<file path="config.mk">
export PLATFORM = sky130hd
export DESIGN_NAME = irq_cascade_agg
export DESIGN_NICKNAME = d
export VERILOG_FILES = /design/src/rtl/irq_cascade_agg.sv
export SDC_FILE = /design/constraint.sdc
export NUM_CORES = 1
export LEC_CHECK = 0
export BUFFER_PORTS_ARGS = -buffer_cell sky130_fd_sc_hd__clkbuf_2
export CELL_PAD_IN_SITES_DETAIL_PLACEMENT = 0
export CELL_PAD_IN_SITES_GLOBAL_PLACEMENT = 1
export CORE_MARGIN = 2
export CORE_UTILIZATION = 35
export DETAILED_ROUTE_END_ITERATION = 7
export PLACE_DENSITY = 0.69
export SLEW_MARGIN = 20
export SYNTH_ARGS = -nofsm -noshare
export SYNTH_HDL_FRONTEND = slang
export SYNTH_SLANG_ARGS = --single-unit
</file>
<file path="constraint.sdc">
create_clock -name clk -period 3.98 [get_ports clk]
set_clock_uncertainty 0.2 [all_clocks]
set_input_delay 0.796 -clock clk [delete_from_list [all_inputs] [get_ports clk]]
set_output_delay 0.796 -clock clk [all_outputs]
set_load 0.02 [all_outputs]
</file>
<file path="src/rtl/irq_cascade_agg.sv">
module irq_cascade_agg #(
  parameter int NMAST    = 2,
  parameter int NBLK     = 7,
  parameter int NBIT     = 8,
  parameter int AW       = 10,
  parameter int M_BASE   = 'h130,
  parameter int M_STRIDE = 'h80,
  parameter int OFF_CLR  = 1,
  parameter int OFF_MASK = 8,
  parameter int OFF_RT   = 15
) (
  input  logic                       clk,
  input  logic                       rst_n,
  input  logic [NMAST*NBLK*NBIT-1:0] irq_in,
  input  logic                       wr_en,
  input  logic [AW-1:0]              addr,
  input  logic [NBIT-1:0]            wdata,
  output logic [NBIT-1:0]            rdata,
  output logic                       irq_out
);
  localparam int NIRQ = NMAST*NBLK*NBIT;

  logic [NIRQ-1:0] pend_q, mask_q, prev_q, clr_vec, mask_d, rise;
  logic [NBIT-1:0] mreg [NMAST];

  function automatic logic hit(input logic [AW-1:0] a, input int m, input int off);
    return a == AW'(M_BASE + m*M_STRIDE + off);
  endfunction

  always_comb begin
    clr_vec = '0;
    mask_d  = mask_q;
    for (int m = 0; m < NMAST; m++)
      for (int b = 1; b <= NBLK; b++) begin
        if (wr_en && hit(addr, m, b + OFF_CLR))
          clr_vec[(m*NBLK+b-1)*NBIT +: NBIT] = wdata;
        if (wr_en && hit(addr, m, b + OFF_MASK))
          mask_d[(m*NBLK+b-1)*NBIT +: NBIT] = wdata;
      end
  end

  assign rise = irq_in & ~prev_q & ~mask_q;

  always_ff @(posedge clk) begin
    if (!rst_n) begin
      pend_q <= '0;
      mask_q <= '1;
      prev_q <= '0;
    end else begin
      prev_q <= irq_in;
      mask_q <= mask_d;
      pend_q <= (pend_q | rise) & ~clr_vec;
    end
  end

  always_comb begin
    for (int m = 0; m < NMAST; m++) begin
      mreg[m] = '0;
      for (int b = 1; b <= NBLK; b++)
        mreg[m][b] = |pend_q[(m*NBLK+b-1)*NBIT +: NBIT];
    end
    for (int m = 1; m < NMAST; m++)
      mreg[0][0] = mreg[0][0] | (|mreg[m]);
  end

  assign irq_out = |mreg[0];

  always_comb begin
    rdata = '0;
    for (int m = 0; m < NMAST; m++) begin
      if (hit(addr, m, 0)) rdata = rdata | mreg[m];
      for (int b = 1; b <= NBLK; b++) begin
        if (hit(addr, m, b))
          rdata = rdata | pend_q[(m*NBLK+b-1)*NBIT +: NBIT];
        if (hit(addr, m, b + OFF_MASK))
          rdata = rdata | mask_q[(m*NBLK+b-1)*NBIT +: NBIT];
        if (hit(addr, m, b + OFF_RT))
          rdata = rdata | irq_in[(m*NBLK+b-1)*NBIT +: NBIT];
      end
    end
  end
endmodule


</file>
==> results.py <==
metrics = {
    "worst_setup_path": {
        "cp_slowest_cell": "nor3_2",
        "end_kind": "primary output",
        "crit_top_cell": "buf_4",
        "r2r_slack_ps": 2680,
        "cp.arrival_ps": 3030,
        "cp.required_ps": 2980,
        "crit_path_max_incr_delay_ps": 450,
        "cp-start-kind": "input port",
        "critPathKind": "input port to primary output",
        "path_cells": "clkbuf_2, nand4b_2, buf_4, buf_4, nor3_2, a32o_1, a221oi_2, and3_1, nand4_1, buf_2",
        "crit_fanout": 6,
    },
    "synth": {
        "synth_area_um2": 14580,
        "netlist-cell-type-count": 64,
        "yosysSeqAreaShare_pct": 46.15,
        "ys.warnings.count": 0,
        "synth_commonest_cells": "336 x dfxtp_1, 269 x nand2_1, 137 x and2_1",
        "synthTopCellsByArea": "dfxtp_1 46%, nand2_1 6.9%, and2_1 5.9%",
        "yosysTopAreaCell": "dfxtp_1",
        "ys.flop_type": "dfxtp_1",
        "avgSynthCellArea_um2": 8.569,
        "syn-num-nets": 1834,
        "synth_top_area_share_pct": 46.15,
        "synth_edf_count": 0,
        "async_flop_share_pct": 0,
        "yosysMostFrequentCell": "dfxtp_1",
        "synthCells": 1701,
        "synth_seq_cells": 336,
    },
    "sta": {
        "period_share_pct": 101.1,
        "max_clock_freq_mhz": 248.6,
        "slew_viol_final": 0,
        "rsz0062_at_grt": "yes",
        "setup_violations": 5,
        "worstMarginPinSlew_ps": 1215,
        "fin_crit_ps": 4023,
        "fin_ws_ps": -42.62,
        "timing.slew.headroom_pct": 19.03,
        "hold_ws_ps": 262.0,
        "finalHoldViolCount": 0,
    },
    "placed_design": {
        "pre_cts_ws_ps": -292.1,
        "port_buffers": 141,
        "gp_congestion": 1.018,
        "dp_hpwl_um": 64940,
    },
    "finish": {
        "n_antenna_cell": 0,
        "nets": 2098,
        "syn_to_final_growth_pct": 29.44,
        "drive_above_1_share_pct": 25.57,
    },
    "floorplan": {
        "fp-row-count": 74,
        "die-width_um": 208.1,
        "io_pins": 142,
        "die_area_um2": 43290,
        "initial_core_util_pct": 35.62,
        "coreArea_um2": 40920,
        "die_y_um": 208.1,
    },
    "power_and_ir_drop": {
        "swShare_pct": 24.71,
        "comb_power_share_pct": 7.4,
        "p_clk_share_pct": 46.8,
        "p_seq_share_pct": 45.8,
        "p_per_area_nw_per_um2": 398.6,
        "p_switching_mw": 1.858,
        "p_int_mw": 5.662,
        "vdd_ir_drop_max_v": 0.0002931,
        "p_leak_nw": 7.864,
    },
    "run_status": {
        "status": "finished with violations",
        "violations": "negative setup slack",
    },
    "global_routing": {
        "antenna_found_initial": 4,
        "grt_pass1_vias": 14481,
        "grt_util_all_layers_pct": 37.55,
        "grt_max_degree": 143,
        "gr-total-overflow": 0,
        "grt_pass1_wl_um": 115000,
    },
    "run": {
        "maxCapViolations": 0,
    },
    "routing": {
        "dr_total_vias": 15227,
        "wl_per_cell_um": 32.78,
        "drt_pass1_iterations": 5,
        "wl_um": 82710,
        "drc": 0,
        "vias_per_cell": 6.035,
        "drt-initial-drc-count": 1689,
        "antenna_left": 0,
    },
    "clocking": {
        "cts.path.max_buffers": 3,
        "cts_tree": "done",
        "cts.sinks": 336,
        "clkTransAtPathRegs_ps": 60,
        "cts_made_buffers": 38,
        "root_buffer": "clkbuf_16",
        "clkLatencyLatePin_ps": 580,
        "htree_num_levels": 2,
    },
    "min_path": {
        "min_path_type": "input port to flip-flop",
    },
}
layout make-up:
cell class	count	area (um2)
Timing Repair Buffer	348	2532
Clock buffer	50	1036
Clock inverter	16	193.9
Multi-Input combinational cell	1239	7704
Tap cell	532	665.6
Sequential cell	336	6726
Fill cell	4122	22060
Inverter	2	7.507
flip-flops by register name, summed over array words and instances (netlist names):
signal and count:
prev_q 112, mask_q 112, pend_q 112
critical path: cells and delay by family:
kind	cells	cell delay (ps)
compound gates	2	280
buf+inv	4	760
simple gates	4	1200
routing by layer:
layer	part of all wire [%]	vias up	track usage, %
li1	-	6696	-
met1	44	7596	52.12
met2	43	774	56.66
met3	7.9	157	6.355
met4	5.1	4	17.75
met5	0.028	-	0
repair_timing:
item / CTS / global route
hold buffers: 0 / 0
hold endpoints to repair: 0 / 0
pin swaps: 8 / 11
buffers inserted: 0 / 3
setup endpoints to repair: 8 / 8
gates resized for setup: 48 / 59
worst paths after layout:
kind / start / endpoint / cells after the start
setup / recovery: addr[9] / rdata[7] / 10
hold / removal: irq_in[73] / prev_q[73] / 2
setup reg to reg: mask_q[10] / pend_q[10] / 3
hold reg to reg: mask_q[62] / mask_q[62] / 2
power by group through the flow:
| stage | Combinational, mW | Clock [mW] | Sequential (mW) |
|---|---|---|---|
| floorplan | 0.210 | 0 | 3.51 |
| finish | 0.556 | 3.52 | 3.44 |
| detailed placement | 0.524 | 0 | 3.52 |
| global route | 0.571 | 3.69 | 3.45 |
| global placement | 0.521 | 0 | 3.52 |
| CTS | 0.534 | 3.55 | 3.44 |
cell families (layout without fill, tap and decap cells):
family                 after synthesis  count (layout)  synth area share [%]
AOI/OAI and AO/OA                  396             396                 17.06
buffers and inverters              126             416                 3.863
DFF                                336             336                 46.15
muxes                               20              20                 1.519
and+or+nand+nor                    823             823                 31.41
cell usage in the layout (no fill, tap or decap), types with 7 or more instances in the layout:
| cell | Yosys | routed |
|---|---|---|
| dfxtp_1 | 336 | 336 |
| nand2_1 | 269 | 269 |
| buf_4 | 6 | 181 |
| and2_1 | 137 | 135 |
| nand3_1 | 134 | 133 |
| clkbuf_2 | 0 | 130 |
| a21oi_1 | 123 | 121 |
| o21ai_0 | 115 | 115 |
| nor3b_1 | 113 | 113 |
| a22oi_1 | 81 | 70 |
| clkbuf_16 | 0 | 38 |
| nand4_1 | 31 | 31 |
| nor4_1 | 38 | 25 |
| nor3_2 | 22 | 24 |
| a22o_1 | 21 | 20 |
| nor3_1 | 23 | 16 |
| nor2_1 | 17 | 15 |
| a32oi_1 | 15 | 14 |
| buf_6 | 4 | 14 |
| buf_12 | 0 | 14 |
| mux2i_1 | 12 | 12 |
| nor4_2 | 0 | 11 |
| a22oi_2 | 0 | 11 |
| clkbuf_1 | 90 | 8 |
| mux2_2 | 7 | 7 |
| and3_1 | 7 | 7 |
| clkinv_2 | 0 | 7 |
metrics by stage:
step	area [um2]	std cells	utilization [%]	power (mW)	TNS [ps]
finish	18870	2523	46.10	7.520	-126.3
global placement	17130	2455	41.86	4.037	-1987
global route	18870	2523	46.10	7.707	-264.6
CTS	18570	2520	45.38	7.527	-38.48
floorplan	14580	1701	-	3.721	0
detailed placement	17130	2455	41.86	4.041	-1694
Note: power is estimated with default switching activity, not from simulation.
